`src/rtl/rtc_pkg.sv`:
```
package rtc_pkg;
    localparam int ADDR_W = 4;

    typedef enum logic [1:0] {
        ST_IDLE  = 2'd0,
        ST_ARMED = 2'd1,
        ST_FIRED = 2'd2
    } alarm_state_t;

    typedef enum logic {
        BASE_CYC = 1'b0,
        BASE_US  = 1'b1
    } tbase_t;

    // Word decode: addr[3] picks the time base, addr[2] picks the high half.
    localparam int BASE_BIT = 3;
    localparam int HALF_BIT = 2;
endpackage

```
`src/rtl/rtc_prescaler.sv`:
```
module rtc_prescaler #(
    parameter int DIV = 100
) (
    input  logic clk,
    input  logic rst_n,
    output logic tick
);
    localparam int PW = $clog2(DIV + 1);
    localparam logic [PW-1:0] LAST = PW'(DIV - 1);

    logic [PW-1:0] pre_q;

    always_ff @(posedge clk) begin
        if (!rst_n)           pre_q <= '0;
        else if (pre_q == LAST) pre_q <= '0;
        else                  pre_q <= pre_q + PW'(1);
    end

    assign tick = (pre_q == LAST);
endmodule

```
`src/rtl/rtc_counter.sv`:
```
module rtc_counter #(
    parameter int W = 64,
    parameter logic [W-1:0] INIT = '0
) (
    input  logic         clk,
    input  logic         rst_n,
    input  logic         en,
    output logic [W-1:0] value
);
    always_ff @(posedge clk) begin
        if (!rst_n)  value <= INIT;
        else if (en) value <= value + W'(1);
    end
endmodule

```
`src/rtl/rtc_alarm_fsm.sv`:
```
module rtc_alarm_fsm
    import rtc_pkg::*;
#(
    parameter int W = 64
) (
    input  logic         clk,
    input  logic         rst_n,
    input  logic         arm,
    input  tbase_t       arm_base,
    input  logic [W-1:0] arm_value,
    input  logic         ack,
    input  logic [W-1:0] cyc,
    input  logic [W-1:0] us,
    output logic         irq
);
    alarm_state_t state_q, state_d;
    logic [W-1:0] alarm_q;
    tbase_t       base_q;
    logic         reach;

    assign reach = ((base_q == BASE_US) ? us : cyc) >= alarm_q;

    always_ff @(posedge clk) begin
        if (!rst_n) begin
            alarm_q <= '0;
            base_q  <= BASE_CYC;
        end else if (arm) begin
            alarm_q <= arm_value;
            base_q  <= arm_base;
        end
    end

    // state register
    always_ff @(posedge clk) begin
        if (!rst_n) state_q <= ST_IDLE;
        else        state_q <= state_d;
    end

    always_comb begin
        state_d = state_q;
        unique case (state_q)
            ST_IDLE:  if (arm) state_d = ST_ARMED;
            ST_ARMED: begin
                if (arm)        state_d = ST_ARMED;
                else if (reach) state_d = ST_FIRED;
            end
            ST_FIRED: begin
                if (arm)      state_d = ST_ARMED;
                else if (ack) state_d = ST_IDLE;
            end
            default:  state_d = ST_IDLE;
        endcase
    end

    // outputs
    always_comb begin
        irq = (state_q == ST_FIRED);
    end
endmodule

```
`src/rtl/rtc_timer.sv`:
```
module rtc_timer
    import rtc_pkg::*;
#(
    parameter int BUS_W   = 32,
    parameter int CLK_MHZ = 100,
    parameter logic [2*BUS_W-1:0] CYC_INIT = '0
) (
    input  logic              clk,
    input  logic              rst_n,
    input  logic [ADDR_W-1:0] addr,
    input  logic              wr_en,
    input  logic              rd_en,
    input  logic [BUS_W-1:0]  wdata,
    output logic [BUS_W-1:0]  rdata,
    input  logic              irq_ack,
    output logic              irq
);
    localparam int CNT_W = 2 * BUS_W;

    logic [CNT_W-1:0] cyc_cnt, us_cnt;
    logic             us_tick;
    logic [BUS_W-1:0] shadow_q [2];
    logic [BUS_W-1:0] pend_q   [2];
    logic             aligned, sel_hi;
    tbase_t           sel_base;
    logic             arm;

    rtc_prescaler #(.DIV(CLK_MHZ)) u_pre (
        .clk(clk), .rst_n(rst_n), .tick(us_tick)
    );

    rtc_counter #(.W(CNT_W), .INIT(CYC_INIT)) u_cyc (
        .clk(clk), .rst_n(rst_n), .en(1'b1), .value(cyc_cnt)
    );

    rtc_counter #(.W(CNT_W), .INIT('0)) u_us (
        .clk(clk), .rst_n(rst_n), .en(us_tick), .value(us_cnt)
    );

    assign aligned  = (addr[1:0] == 2'b00);
    assign sel_hi   = addr[HALF_BIT];
    assign sel_base = tbase_t'(addr[BASE_BIT]);
    assign arm      = wr_en && aligned && sel_hi;

    // per-base shadow and pending registers
    for (genvar b = 0; b < 2; b++) begin : g_base
        logic [CNT_W-1:0] live;
        assign live = (b == 0) ? cyc_cnt : us_cnt;

        always_ff @(posedge clk) begin
            if (!rst_n) begin
                shadow_q[b] <= '0;
                pend_q[b]   <= '0;
            end else begin
                if (rd_en && aligned && !sel_hi && (int'(sel_base) == b))
                    shadow_q[b] <= live[CNT_W-1:BUS_W];
                if (wr_en && aligned && !sel_hi && (int'(sel_base) == b))
                    pend_q[b] <= wdata;
            end
        end
    end

    always_ff @(posedge clk) begin
        if (!rst_n) begin
            rdata <= '0;
        end else if (rd_en && aligned) begin
            if (sel_hi)                   rdata <= shadow_q[sel_base];
            else if (sel_base == BASE_US) rdata <= us_cnt[BUS_W-1:0];
            else                          rdata <= cyc_cnt[BUS_W-1:0];
        end
    end

    rtc_alarm_fsm #(.W(CNT_W)) u_fsm (
        .clk       (clk),
        .rst_n     (rst_n),
        .arm       (arm),
        .arm_base  (sel_base),
        .arm_value ({wdata, pend_q[sel_base]}),
        .ack       (irq_ack),
        .cyc       (cyc_cnt),
        .us        (us_cnt),
        .irq       (irq)
    );
endmodule

```
`config.mk`:
```
export PLATFORM = sky130hd
export DESIGN_NAME = rtc_timer
export DESIGN_NICKNAME = d
export VERILOG_FILES = /design/src/rtl/rtc_pkg.sv /design/src/rtl/rtc_prescaler.sv /design/src/rtl/rtc_counter.sv /design/src/rtl/rtc_alarm_fsm.sv /design/src/rtl/rtc_timer.sv
export SDC_FILE = /design/constraint.sdc
export NUM_CORES = 1
export LEC_CHECK = 0
export ABC_AREA = 1
export BUFFER_PORTS_ARGS = -buffer_cell sky130_fd_sc_hd__buf_2
export CAP_MARGIN = 15
export CELL_PAD_IN_SITES_DETAIL_PLACEMENT = 0
export CELL_PAD_IN_SITES_GLOBAL_PLACEMENT = 1
export CORE_MARGIN = 1
export CORE_UTILIZATION = 50
export CTS_CLUSTER_DIAMETER = 30
export DETAILED_ROUTE_END_ITERATION = 12
export GPL_ROUTABILITY_DRIVEN = 0
export PLACE_DENSITY = 0.93
export SLEW_MARGIN = 20
export SYNTH_ARGS = -nofsm -noshare
export SYNTH_HDL_FRONTEND = slang
export SYNTH_SLANG_ARGS = --single-unit
```
`constraint.sdc`:
```
create_clock -name clk -period 4.75 [get_ports clk]
set_input_delay 0.95 -clock clk [delete_from_list [all_inputs] [get_ports clk]]
set_output_delay 0.95 -clock clk [all_outputs]
set_load 0.1 [all_outputs]
```
# Yosys cells after proc, flatten, opt, wreduce, memory -nomap -nowiden
# Memories as Yosys holds them, arrays and structs flattened. A register that Yosys moved wholly into a read port is not among the register bits.
# Cells that the tools add are included.
# Widths: inputs -> output; s select.
# word_totals
register_bits	234
mem_bits_rw	128
n_memories	2
output_inout_bits	33
input_bits	41
wordCells	66
# memory_table
name	words	width	rd	rd_clocked_by_memory_dff	wr	line	rtl
pend_q	2	32	1	1	2	rtc_timer.sv:23	logic [BUS_W-1:0] pend_q [2];
shadow_q	2	32	1	0	2	rtc_timer.sv:22	logic [BUS_W-1:0] shadow_q [2];
# op_classes
add_sub_neg	3
order_cmp	1
n_reduce_logical	15
n_eq_ne	6
mux	26
bitwise	6
# ops
operator	n
$mux 32	6
$add 64x1->64 const B	2
$ge 64x64->1	1
$mux 64	1
$mux 1	13
$mux 2	5
$logic_and 1x1->1	9
$add 7x1->7 const B	1
$eq 7x7->1 const B	1
$ne 3x2->1 const B	2
$pmux 2 s3	1
$logic_not 2->1	2
$or 1x1->1	4
$reduce_and 3->1	1
$eq 2x1->1 const B	1
$eq 2x2->1 const B	1
$logic_not 1->1	2
$ne 2x2->1 const B	1
$not 1->1	2
$reduce_or 2->1	1

# Longest topological paths before layout
# depth
depth_word	8
mapped_depth	21
depth_no_buf	20

# Cells and area by module
# A second synthesis with hierarchy kept.
# unflattened
hier_cells	2883
hier_area_um2	20701.1
# modules_own_cells
module	cells_each	area_per_inst_um2	instances	seq_area_each_um2
rtc_timer	1001	8000.2	1	4484.3
rtc_counter	619	3839.9	2	1281.2
rtc_alarm_fsm	594	4658.2	1	1341.3
rtc_prescaler	50	362.8	1	140.1

# Least setup slack after synthesis
# No wires, ideal clock.
# synth_path
kind	in2reg
from	in addr[1]
to	mem shadow_q[0][0] (enable)
n_path_buf	1
slack_ns	2.006
arrival_ns	2.354
required_time_ns	4.361
setup_ns	0.389
cell_stages	6
cell_sequence	nor2_1 -> nand2_1 -> clkbuf_1 -> nor2_1 -> nand2_1 -> nand2_1
# synth_lines
element	line	rtl
start, declared	rtc_timer.sv:10	input logic [ADDR_W-1:0] addr,
end, declared	rtc_timer.sv:22	

# Worst setup path after layout
# layout_path
from	reg u_fsm.base_q
to	reg u_fsm.state_q[0]
# layout_via
elab_chain_len	4
# layout_rtl
element	line	rtl
start, declared	rtc_alarm_fsm.sv:18	tbase_t base_q;
start signal, assigned	rtc_alarm_fsm.sv:29	base_q <= arm_base;
$mux 64	rtc_alarm_fsm.sv:21	assign reach = ((base_q == BASE_US) ? us : cyc) >= alarm_q;
$ge 64x64->1	rtc_alarm_fsm.sv:21	
$ne 3x2->1 (no source line)	-	
$reduce_and 3->1 (no source line)	-	
end signal, assigned	rtc_alarm_fsm.sv:36	else state_q <= state_d;
end, declared	rtc_alarm_fsm.sv:16	alarm_state_t state_q, state_d;
# No other way between the ends.
# A chain may end at the register's enable or synchronous reset.

==> metrics <==
post-synthesis adder-cell area fraction=under 10%; fin. max-slew vios=0; synthesis-to-finish area growth=18.3%; crit-path cells=buf_4, inv_1, nand2_1, o21ai_0, ha_1, nand2_1, nor2_1, nand2_1, nor2_1, nand2_1, nand3_1, nor2_1, nand2_1, nand2_1, nand2_1, o21ai_0, nand2_1, inv_1; Overall Power=approximately 9.7 mW; Port Buffer Count=73; Synth warnings=0; sequential cell area=about 8500 sq um; r2r endpoint=u_fsm.state_q[0]$_SDFFE_PN0P_; Sum Neg Setup Slack=0 ns; worst vdd ir=0.418 mV; RSZ-0062 raised after global routing=no; leading cell type in the layout, fill and taps excluded=nand2_1; number of distinct library cells after synthesis=about 50; DR vias=between 15k and 20k; total track usage=33.5%; Crit Path Max Fanout=69; Final ANT Viol Nets=0; CTS root buffer=clkbuf_16; Worst Hold Path Cells=1; num rows=72; final hold slack=around 0.45 ns; Worst-Skew Late Latency=~0.61 ns; type of element launching the critical path=register; LEAKAGE=roughly 9 nW; post-route setup slack=1.79 ns; I/O pin count=74; initial core utilization=between 50% and 60%; cell count after synthesis=approximately 2.7k; Setup violations, final=0; final wirelength=66.4 mm; total of max-cap violations=0; total gr overflow=0; largest net degree at the start of global routing=95; CTS max path bufs=3; Arrival @ worst endpoint=between 3 and 4 ns; Setup Buffers After CTS=0; post-detail-place hpwl=between 40 and 50 mm; layout cells sized above 1=between 10 and 15%; CP Capture Type=register; vias per std cell=approximately 5.6; initial antenna violation count=1; DRT Pass-1 Iters=6; Hold EP=u_pre.pre_q[0]$_SDFF_PP0_; TritonCTS clock tree=yes; Final Non-Filler Cells=about 3.3k; Setup CP Type=reg2reg; total die area=roughly 40000 sq um; highest clock rate=0.337 GHz; crit path max-delay cell type=dfxtp_4; area of the multi-input gates=9180 sq um; Slew Limit Headroom=about two fifths; fin nets=about 2.9k; core outline area=around 39000 sq um; setup slack, reg-to-reg=between 1.5 and 2 ns; Mapped Area=between 15000 and 20000 sq um; # fillers=around 3.5k; async set-reset flop share out of synthesis=0%; Tightest Pin Transition=around 0.87 ns; Setup Slack @ Placement=about 1.5 ns; Post-synth top flop=dfxtp_1; largest family of logic cells by synthesized area=simple AND/OR/NAND/NOR gates; Residual DRC=0; flip-flop and latch count after synthesis=362; worst hold path class=reg2reg; syn avg cell area=around 7.3 sq um; minimum clock period=roughly 3 ns; slowest stage delay, CP=between 0.7 and 0.8 ns; placed cell count=approximately 3.2k; final hold violation count=0; number of DRC markers in iteration 0=approximately 2.3k; Chip Height=roughly 200 um; Hold-fix buffers, CTS=0; CTS sink count=roughly 360; vias in the first global route=between 15k and 20k; Critical Path RT=~5.3 ns; multiplexer area fraction after synthesis=0%; r2r worst-path depth=18; Worst-path clk slew=~0.050 ns; Post-CTS Resized=0; outcome=completed; Synth Area in Compound Gates=14.6%; Final Skew=0.0341 ns; worst flop-to-flop path startpoint=u_fsm.base_q$_SDFFE_PN0P_; hold_sp=u_pre.pre_q[0]$_SDFF_PP0_; Post-synth EDFFs=roughly 130; wire per inst=between 15 and 20 um; H-Tree Depth=3; xor and xnor fraction of the mapped netlist area=1.30%; Syn Nets=between 2k and 3k; Pwr Density=approximately 420 nW/um^2; Die X=around 200 um; CTS buffer count=81; most frequent cells in the layout=nand2_1, inv_1, nor2_1; Final period util=between 60% and 70%; global-route wire length before repair=99.4 mm; Crit path top cell by count=nand2_1; Synth Area in Simple Gates=between 20% and 30%; post-synthesis sequential area ratio=around 44%
[worst max path at each step]
stage	start	end	slack (ns)	cells after the start
6_report	u_fsm.base_q$_SDFFE_PN0P_	u_fsm.state_q[0]$_SDFFE_PN0P_	1.79	18
2_1_floorplan	addr[1]	shadow_q[0][0]$_SDFFCE_PN0P_	2.01	6
3_3_place_gp	addr[3]	pend_q[1][30]$_SDFFCE_PN0P_	1.60	5
3_5_place_dp	addr[3]	pend_q[1][20]$_SDFFCE_PN0P_	1.51	5
5_1_grt	u_fsm.base_q$_SDFFE_PN0P_	u_fsm.state_q[0]$_SDFFE_PN0P_	1.43	13
4_1_cts	u_fsm.base_q$_SDFFE_PN0P_	u_fsm.state_q[0]$_SDFFE_PN0P_	1.86	18
[routing by layer]
layer / GRT usage (%) / vias to the layer above / share of wire, %
li1: - / 8911 / -
met1: 44.8 / 8624 / 41
met2: 50.7 / 1040 / 44
met3: 6.60 / 190 / 10
met4: 19.5 / 0 / 5.6
met5: 0 / - / 0
[worst max-delay path, delay by kind of cell (launching register included)]
kind / cells / cell delay, ns
buffers and inverters: 3 / 0.53
and+or+nand+nor: 12 / 0.99
adders and majority gates: 1 / 0.32
DFF: 1 / 0.77
AOI/OAI and AO/OA: 2 / 0.19
[state kept, by name (all words and copies together) (netlist names)]
signal	count
pend_q	64
rdata	32
shadow_q	64
u_cyc.value	64
u_fsm.alarm_q	64
u_fsm.base_q	1
u_fsm.state_q	2
u_pre.pre_q	7
u_us.value	64
[cells by family (layout without fill, tap and decap cells)]
group / count (synthesis) / count (layout)
flip-flops: 362 / 362
adder cells (fa/ha/maj): 67 / 67
AND/OR/NAND/NOR: 1161 / 1161
XOR/XNOR: 29 / 29
other: 0 / 1
buffers and inverters: 503 / 637
AO/OA/AOI/OAI: 561 / 561
[through the flow]
stage	utilization [%]	area [sq um]
floorplan	-	19600
global route	60.0	23200
global placement	52.7	20400
detailed placement	52.7	20400
CTS	60.0	23200
finish	60.0	23200
[layout make-up]
| class | count | area share [%] |
|---|---|---|
| repair buffers | 92 | 2.21 |
| clock inverters | 57 | 2.94 |
| well taps | 518 | 2.80 |
| diodes | 1 | 0.0108 |
| clock buffers | 94 | 9.27 |
| flip-flops and latches | 362 | 36.8 |
| inverters | 394 | 6.38 |
| multi-input cells | 1818 | 39.6 |
[cells in the mapped netlist (28+ instances only)]
cell	instances	area (sq um)
nand2_1	496	1860
a21oi_1	222	1110
xor2_1	28	245
nor2_1	369	1390
dfxtp_1	234	4680
o21ai_0	304	1520
edfxtp_1	128	3840
nand4_1	42	263
nor3_1	86	430
nand3_1	75	375
clkbuf_1	94	353
ha_1	67	838
inv_1	382	1430
[report_power, final]
part | total, mW | switching [mW] | internal [mW] | leakage, nW
Clock | 5.77 | 1.87 | 3.90 | 1.36
Sequential | 3.35 | 0.0434 | 3.31 | 3.18
Combinational | 0.596 | 0.457 | 0.140 | 4.64
Total | 9.72 | 2.37 | 7.35 | 9.19
Note: power is estimated with default switching activity, not from simulation.
